## src/rtl/chan_dma_pkg.sv

```systemverilog
// Shared definitions for the single-channel block mover: route kinds and
// register byte offsets. Offsets are fixed by the software view.
package chan_dma_pkg;

    typedef enum logic [1:0] {
        RT_STREAM = 2'd0,
        RT_LINEAR = 2'd1,
        RT_DROP   = 2'd2
    } route_e;

    localparam int REG_AW = 8;

    localparam logic [REG_AW-1:0] OFS_SRC  = 8'h00;
    localparam logic [REG_AW-1:0] OFS_DST  = 8'h04;
    localparam logic [REG_AW-1:0] OFS_CNT  = 8'h08;
    localparam logic [REG_AW-1:0] OFS_CTRL = 8'h0C;
    localparam logic [REG_AW-1:0] OFS_GLB  = 8'h40;
    localparam logic [REG_AW-1:0] OFS_GO   = 8'h44;
    localparam logic [REG_AW-1:0] OFS_LEN  = 8'h48;

endpackage

```

## src/rtl/chan_dma_regs.sv

```systemverilog
// Register bank of the channel.
// Holds source, destination, count, control, global and length words.
// Assumes: writes are ignored while busy; done arrives only while busy and
// carries the final source address. Source, destination and count have no
// reset value; control, global and length clear on reset.
module chan_dma_regs
    import chan_dma_pkg::*;
#(
    parameter int DW = 32
) (
    input  logic              clk,
    input  logic              rst_n,
    input  logic              we,
    input  logic [REG_AW-1:0] addr,
    input  logic [DW-1:0]     wdata,
    input  logic              busy,
    input  logic              done,
    input  logic [DW-1:0]     done_src,
    output logic [DW-1:0]     src,
    output logic [DW-1:0]     dst,
    output logic [DW-1:0]     glb,
    output logic [DW-1:0]     len,
    output logic [DW-1:0]     rdata,
    output logic              start_req
);

    logic [DW-1:0] cnt_q;
    logic [DW-1:0] ctrl_q;
    logic          wr_ok;

    assign wr_ok     = we && !busy;
    assign start_req = wr_ok && (addr == OFS_GO) && wdata[0];

    // Reset-cleared registers: control, global, length.
    always_ff @(posedge clk) begin
        if (!rst_n) begin
            ctrl_q <= '0;
            glb    <= '0;
            len    <= '0;
        end else if (done) begin
            ctrl_q[0] <= 1'b0;
            len       <= '0;
        end else if (wr_ok) begin
            case (addr)
                OFS_CTRL: ctrl_q <= wdata;
                OFS_GLB:  glb    <= wdata;
                OFS_LEN:  len    <= wdata;
                default:  ;
            endcase
        end
    end

    // Registers that keep their value across reset: source, destination, count.
    always_ff @(posedge clk) begin
        if (done) begin
            src   <= done_src;
            cnt_q <= '0;
        end else if (wr_ok) begin
            case (addr)
                OFS_SRC: src   <= wdata;
                OFS_DST: dst   <= wdata;
                OFS_CNT: cnt_q <= wdata;
                default: ;
            endcase
        end
    end

    // Read-back multiplexer.
    always_comb begin
        case (addr)
            OFS_SRC:  rdata = src;
            OFS_DST:  rdata = dst;
            OFS_CNT:  rdata = cnt_q;
            OFS_CTRL: rdata = ctrl_q;
            OFS_GLB:  rdata = glb;
            OFS_GO:   rdata = {{(DW-1){1'b0}}, busy};
            OFS_LEN:  rdata = len;
            default:  rdata = '0;
        endcase
    end

endmodule

```

## src/rtl/chan_dma_route.sv

```systemverilog
// Destination decoder.
// Picks the route from the destination address and produces the first
// write address. The linear window keeps the low KEEP_BITS bits and ORs in
// REMAP_OR. Purely combinational.
module chan_dma_route
    import chan_dma_pkg::*;
#(
    parameter int          AW        = 32,
    parameter logic [31:0] STR_LO    = 32'h1000_0000,
    parameter logic [31:0] STR_HI    = 32'h10FF_FFFF,
    parameter logic [31:0] LIN_LO    = 32'h1100_0000,
    parameter logic [31:0] LIN_HI    = 32'h11FF_FFE0,
    parameter int          KEEP_BITS = 24,
    parameter logic [31:0] REMAP_OR  = 32'hA400_0000
) (
    input  logic [AW-1:0] dst,
    output route_e        route,
    output logic [AW-1:0] wbase
);

    localparam logic [AW-1:0] KEEP_MASK = AW'((64'd1 << KEEP_BITS) - 64'd1);

    // Window compare and remap.
    always_comb begin
        if (dst >= AW'(STR_LO) && dst <= AW'(STR_HI)) begin
            route = RT_STREAM;
            wbase = dst;
        end else if (dst >= AW'(LIN_LO) && dst <= AW'(LIN_HI)) begin
            route = RT_LINEAR;
            wbase = (dst & KEEP_MASK) | AW'(REMAP_OR);
        end else begin
            route = RT_DROP;
            wbase = dst;
        end
    end

endmodule

```

## src/rtl/chan_dma_mover.sv

```systemverilog
// Word mover.
// After start it reads len/DW-bytes words from a RAM-wrapped source and
// writes them to the chosen target through a one-word buffer. Both sides
// use valid/ready. The buffer refills in the cycle it drains, so one word
// moves per cycle. Assumes start is only raised while idle and that
// BLK_WORDS is a power of two.
module chan_dma_mover
    import chan_dma_pkg::*;
#(
    parameter int DW        = 32,
    parameter int AW        = 32,
    parameter int RAM_AW    = 24,
    parameter int BLK_WORDS = 8
) (
    input  logic          clk,
    input  logic          rst_n,
    input  logic          start,
    input  logic [AW-1:0] src,
    input  logic [AW-1:0] wbase,
    input  route_e        route,
    input  logic [AW-1:0] len,
    output logic          rd_valid,
    input  logic          rd_ready,
    output logic [AW-1:0] rd_addr,
    input  logic [DW-1:0] rd_data,
    output logic          wr_valid,
    input  logic          wr_ready,
    output logic [AW-1:0] wr_addr,
    output logic [DW-1:0] wr_data,
    output logic          wr_stream,
    output logic          wr_blk_end,
    output logic          busy,
    output logic          done,
    output logic [AW-1:0] end_src
);

    localparam int WB  = DW / 8;
    localparam int WSH = $clog2(WB);
    localparam int BW  = (BLK_WORDS > 1) ? $clog2(BLK_WORDS) : 1;
    localparam logic [BW-1:0] BLK_LAST = BW'(BLK_WORDS - 1);

    logic [AW-1:0]        rd_left;
    logic [AW-1:0]        wr_left;
    logic [RAM_AW-1:0]    rd_off;
    logic [AW-RAM_AW-1:0] rd_hi;
    logic [BW-1:0]        blk_cnt;
    logic                 buf_full;
    logic [DW-1:0]        buf_q;
    logic [AW-1:0]        words;
    logic                 rd_fire;
    logic                 wr_fire;

    assign words    = (route == RT_DROP) ? '0 : (len >> WSH);
    assign wr_valid = buf_full;
    assign wr_fire  = wr_valid && wr_ready;
    assign rd_valid = busy && (rd_left != '0) && (!buf_full || wr_fire);
    assign rd_fire  = rd_valid && rd_ready;
    assign rd_addr  = {rd_hi, rd_off};
    assign wr_data  = buf_q;
    assign wr_blk_end = wr_valid && wr_stream && (blk_cnt == BLK_LAST);
    assign done     = busy && ((wr_left == '0) || ((wr_left == AW'(1)) && wr_fire));

    // Transfer state: load on start, advance on handshakes, stop on done.
    always_ff @(posedge clk) begin
        if (!rst_n) begin
            busy      <= 1'b0;
            rd_left   <= '0;
            wr_left   <= '0;
            rd_off    <= '0;
            rd_hi     <= '0;
            blk_cnt   <= '0;
            buf_full  <= 1'b0;
            buf_q     <= '0;
            wr_addr   <= '0;
            wr_stream <= 1'b0;
            end_src   <= '0;
        end else if (start) begin
            busy      <= 1'b1;
            rd_left   <= words;
            wr_left   <= words;
            rd_off    <= src[RAM_AW-1:0];
            rd_hi     <= src[AW-1:RAM_AW];
            blk_cnt   <= '0;
            buf_full  <= 1'b0;
            wr_addr   <= wbase;
            wr_stream <= (route == RT_STREAM);
            end_src   <= src + len;
        end else if (busy) begin
            if (done) begin
                busy <= 1'b0;
            end
            if (rd_fire) begin
                rd_left <= rd_left - AW'(1);
                rd_off  <= rd_off + RAM_AW'(WB);
                buf_q   <= rd_data;
            end
            buf_full <= rd_fire || (buf_full && !wr_fire);
            if (wr_fire) begin
                wr_left <= wr_left - AW'(1);
                blk_cnt <= blk_cnt + BW'(1);
                if (!wr_stream) begin
                    wr_addr <= wr_addr + AW'(WB);
                end
            end
        end
    end

endmodule

```

## src/rtl/chan_dma.sv

```systemverilog
// Top of the single-channel block mover.
// Validates a go request against the masked global word and the length
// granule, routes by destination window, runs the word mover and writes
// back the channel registers on completion. err and irq are registered
// one-cycle pulses.
module chan_dma
    import chan_dma_pkg::*;
#(
    parameter int          RAM_AW    = 24,
    parameter int          BLK_WORDS = 8,
    parameter logic [31:0] GLB_MASK  = 32'h0000_8307,
    parameter logic [31:0] GLB_MATCH = 32'h0000_8201
) (
    input  logic        clk,
    input  logic        rst_n,
    input  logic        reg_we,
    input  logic [7:0]  reg_addr,
    input  logic [31:0] reg_wdata,
    output logic [31:0] reg_rdata,
    output logic        rd_valid,
    input  logic        rd_ready,
    output logic [31:0] rd_addr,
    input  logic [31:0] rd_data,
    output logic        wr_valid,
    input  logic        wr_ready,
    output logic [31:0] wr_addr,
    output logic [31:0] wr_data,
    output logic        wr_stream,
    output logic        wr_blk_end,
    output logic        busy,
    output logic        err,
    output logic        irq
);

    localparam int DW   = 32;
    localparam int AW   = 32;
    localparam int LOWB = $clog2(BLK_WORDS * (DW / 8));

    logic [AW-1:0] src;
    logic [AW-1:0] dst;
    logic [AW-1:0] glb;
    logic [AW-1:0] len;
    logic [AW-1:0] wbase;
    logic [AW-1:0] end_src;
    logic          start_req;
    logic          accept;
    logic          done;
    logic          glb_ok;
    logic          len_ok;
    route_e        route;

    assign glb_ok = (glb & GLB_MASK) == GLB_MATCH;
    assign len_ok = (len[LOWB-1:0] == '0);
    assign accept = start_req && glb_ok && len_ok;

    chan_dma_regs #(.DW(DW)) u_regs (
        .clk       (clk),
        .rst_n     (rst_n),
        .we        (reg_we),
        .addr      (reg_addr),
        .wdata     (reg_wdata),
        .busy      (busy),
        .done      (done),
        .done_src  (end_src),
        .src       (src),
        .dst       (dst),
        .glb       (glb),
        .len       (len),
        .rdata     (reg_rdata),
        .start_req (start_req)
    );

    chan_dma_route #(.AW(AW)) u_route (
        .dst   (dst),
        .route (route),
        .wbase (wbase)
    );

    chan_dma_mover #(
        .DW        (DW),
        .AW        (AW),
        .RAM_AW    (RAM_AW),
        .BLK_WORDS (BLK_WORDS)
    ) u_mover (
        .clk        (clk),
        .rst_n      (rst_n),
        .start      (accept),
        .src        (src),
        .wbase      (wbase),
        .route      (route),
        .len        (len),
        .rd_valid   (rd_valid),
        .rd_ready   (rd_ready),
        .rd_addr    (rd_addr),
        .rd_data    (rd_data),
        .wr_valid   (wr_valid),
        .wr_ready   (wr_ready),
        .wr_addr    (wr_addr),
        .wr_data    (wr_data),
        .wr_stream  (wr_stream),
        .wr_blk_end (wr_blk_end),
        .busy       (busy),
        .done       (done),
        .end_src    (end_src)
    );

    // Registered refusal and completion pulses.
    always_ff @(posedge clk) begin
        if (!rst_n) begin
            err <= 1'b0;
            irq <= 1'b0;
        end else begin
            err <= start_req && !accept;
            irq <= done;
        end
    end

endmodule

```

## config.mk

```make
export PLATFORM = sky130hd
export DESIGN_NAME = chan_dma
export DESIGN_NICKNAME = d
export VERILOG_FILES = /design/src/rtl/chan_dma_pkg.sv /design/src/rtl/chan_dma_regs.sv /design/src/rtl/chan_dma_route.sv /design/src/rtl/chan_dma_mover.sv /design/src/rtl/chan_dma.sv
export SDC_FILE = /design/constraint.sdc
export NUM_CORES = 1
export LEC_CHECK = 0
export ABC_AREA = 1
export BUFFER_PORTS_ARGS = -buffer_cell sky130_fd_sc_hd__buf_2
export CORE_MARGIN = 3
export CORE_UTILIZATION = 51
export CTS_BUF_LIST = sky130_fd_sc_hd__clkbuf_8
export DETAILED_ROUTE_END_ITERATION = 10
export GPL_TIMING_DRIVEN = 1
export PLACE_DENSITY = 0.7
export REMOVE_ABC_BUFFERS = 1
export SETUP_SLACK_MARGIN = 0.3
export SYNTH_ARGS = -nofsm -noshare
export SYNTH_HDL_FRONTEND = slang
export SYNTH_SLANG_ARGS = --single-unit
export TNS_END_PERCENT = 1
```

## constraint.sdc

```tcl
create_clock -name clk -period 7.4 [get_ports clk]
set_input_delay 1.48 -clock clk [delete_from_list [all_inputs] [get_ports clk]]
set_output_delay 1.48 -clock clk [all_outputs]
set_load 0.02 [all_outputs]
```

==> metrics <==
layout cell share with drive strength beyond 1 0.112; Placed Instances 3873; CTS tree built; worst path buffer plus inverter count 5; Syn Area/Cell 6.71 µm²; hpwl dp 59000 µm; Core ar. 0.0420 mm²; via count 23000; Worst-Margin Slew 1.27 ns; final non-filler cell total 4003; Post-Route WL 80700 µm; crit path DAT 3.90 ns; initial antenna violation count 4; Crit Path Class input port to output port; Post-Route Utilization 0.580; share of the synthesized area in the top cell type 0.301; GPL Wtd Cong 0.962; ANT nets after route 0; final setup violation count 0; area leader, netlist dfxtp_1; Buffers on Ports 211; DIE AREA 0.0452 mm²; fraction of registers with async set/reset 0; post-cts gate resize count 0; later-pin clock latency in the skew report 0.67 ns; Yosys warnings 0; Initial Utilization 0.518; Area Overhead vs Synth 12.0%; cts bufs inserted 70; Final Cycle Share 0.727; CP Max Fanout 19; EDFF count, synth 64; CP dominant cell by count buf_2; # DRC 0; Hold Slack 0.456 ns; Die Span X 213 µm; Hold WC Path Type register to register; CTS HTree Levels 3; CP top delay family buffers and inverters; #FFs+latches synth 392; die height 213 µm; Site Rows 75; min Tclk post-route 5.38 ns; largest net degree at the start of global routing 81; GR Overflow Total 0; mapped cell area 0.0218 mm²; max-slew violation count 0; nets 3522; Fin Clk Skew 0.0405 ns; first-pass detailed-route iteration total 6; fmax 0.186 GHz; Cell Chain, Critical Path buf_2 > inv_1 > nand2_2 > nor2_1 > nand2_1 > clkinv_1 > buf_4 > a22o_1 > a21oi_1 > nand4_1 > buf_2; Critical Path RT 5.92 ns; clk root buf clkbuf_8; max-cap viol count 0; Setup crit end kind output port; wire length per cell 20.2 µm; ys flop type dfxtp_1; routed vias/inst 5.75; leakage 11.5 nW; Final Hold Viols 0; Cells after Synth 3247; GR Util All Layers 0.350; pwr/cell area 179 mW/mm²; Starting DRT DRC Count 2501; run status complete, no violations; slowest library cell on the worst path clkinv_1; VDD IR max 0.178 mV; Max-slew headroom 0.148; clk sinks 392; Setup Buffers After CTS 0; vias in the first global route 21300; Clk pin slew, worst setup/hold paths 0.05 ns; cts-stage hold buffer count 0; setup TNS 0 ns; first-pass GRT wire length 123000 µm; Max stage delay on crit path 0.47 ns; top post-synthesis cells by area dfxtp_1 30%, nand2_1 15%, edfxtp_1 8.8%; worst reg-to-reg setup slack 3.16 ns; crit path launch type input port; Yosys cell types 47; IO Count 212; RSZ-0062 raised after global routing no; Max clock buf depth 3; sequential area share after synthesis 0.390
-- stage by stage --
| stage | worst slack [ns] | instance area, µm² | power (W) |
|---|---|---|---|
| finish | 2.02 | 24400 | 0.00436 |
| global route | 1.97 | 24400 | 0.00450 |
| CTS | 2.17 | 24400 | 0.00438 |
| detailed placement | 2.18 | 23000 | 0.00234 |
| global placement | 2.21 | 23000 | 0.00234 |
| floorplan | 2.31 | 21000 | 0.00228 |
-- worst min-delay path, cell delays in order (launching register included) --
cell and delay, ns:
dfxtp_1 0.29, inv_1 0.06, a21oi_1 0.06
-- per-layer routing --
| layer | share of wire | track usage | vias to the layer above |
|---|---|---|---|
| li1 | - | - | 10900 |
| met1 | 0.43 | 0.495 | 10700 |
| met2 | 0.43 | 0.539 | 1254 |
| met3 | 0.10 | 0.0691 | 164 |
| met4 | 0.029 | 0.118 | 4 |
| met5 | 0.00033 | 0 | - |
-- Yosys cell counts, types with 2 or more instances --
cell type / number
or2_2: 12
inv_1: 361
buf_6: 12
nor3_1: 37
o211ai_1: 7
o21ai_0: 237
nand4_1: 76
dfxtp_1: 328
nor2_1: 300
nand3_2: 2
inv_2: 11
nand3_1: 258
o22ai_1: 4
o2111ai_1: 5
xnor2_1: 30
buf_4: 10
o21ai_2: 2
nand3b_1: 11
ha_1: 38
nand2_2: 4
buf_1: 5
a221oi_1: 9
xor2_1: 43
nor2_4: 7
clkbuf_1: 72
edfxtp_1: 64
nand2_1: 859
o21bai_1: 4
clkinv_1: 3
o21ai_1: 45
nor2_2: 7
or2_0: 2
buf_2: 51
a21oi_1: 318
-- placed cells by master (no fill, tap or decap), drive strengths merged, types with 13 or more instances in the layout --
cell	count
clkbuf	82
or2	14
xor2	43
buf	239
dfxtp	328
edfxtp	64
o21ai	284
nand4	77
nand3	260
nor3	38
nor2	314
a21oi	318
xnor2	30
inv	403
nand2	864
clkinv	13
ha	38
-- layout make-up --
cell class                 instances  area (µm²)
antenna                            2        5.00
multi-input combinational       2328       11200
inverter                         375        1410
tap                              539         674
clock buffer                      82        1130
timing repair buffer             239        1270
sequential                       392        8490
fill                            4070       17600
clock inverter                    46         269
-- where the power goes --
group	switching (W)	internal (W)
registers	0.00000684	0.00218
logic	0.0000848	0.0000345
clock network	0.000969	0.00109
-- registers in the layout, indices dropped and copies added, names as in the netlist, 3 cells and up --
name             cells
u_mover.end_src     32
u_mover.rd_left     32
u_mover.wr_addr     32
u_mover.wr_data     32
u_mover.wr_left     32
u_regs.cnt_q        32
u_regs.ctrl_q       32
u_regs.dst          32
u_regs.glb          32
u_regs.len          32
u_regs.src          32
u_mover.rd_off      24
u_mover.rd_hi        8
u_mover.blk_cnt      3
-- worst paths after layout --
kind / depth (start not counted) / from / end
max: 11 / reg_addr[3] / reg_rdata[13]
min: 2 / u_mover.end_src[1] / u_mover.end_src[1]
max reg2reg: 12 / u_mover.busy / u_mover.rd_left[30]
min reg2reg: 2 / u_mover.end_src[1] / u_mover.end_src[1]
-- cells by family after synthesis --
logic type	synth area share
AND/OR/NAND/NOR	0.307
AO/OA/AOI/OAI	0.151
buffers and inverters	0.100
flip-flops	0.390
XOR/XNOR	0.0293
adder cells (fa/ha/maj)	0.0227
No activity file was read; power rests on OpenSTA's default activity.
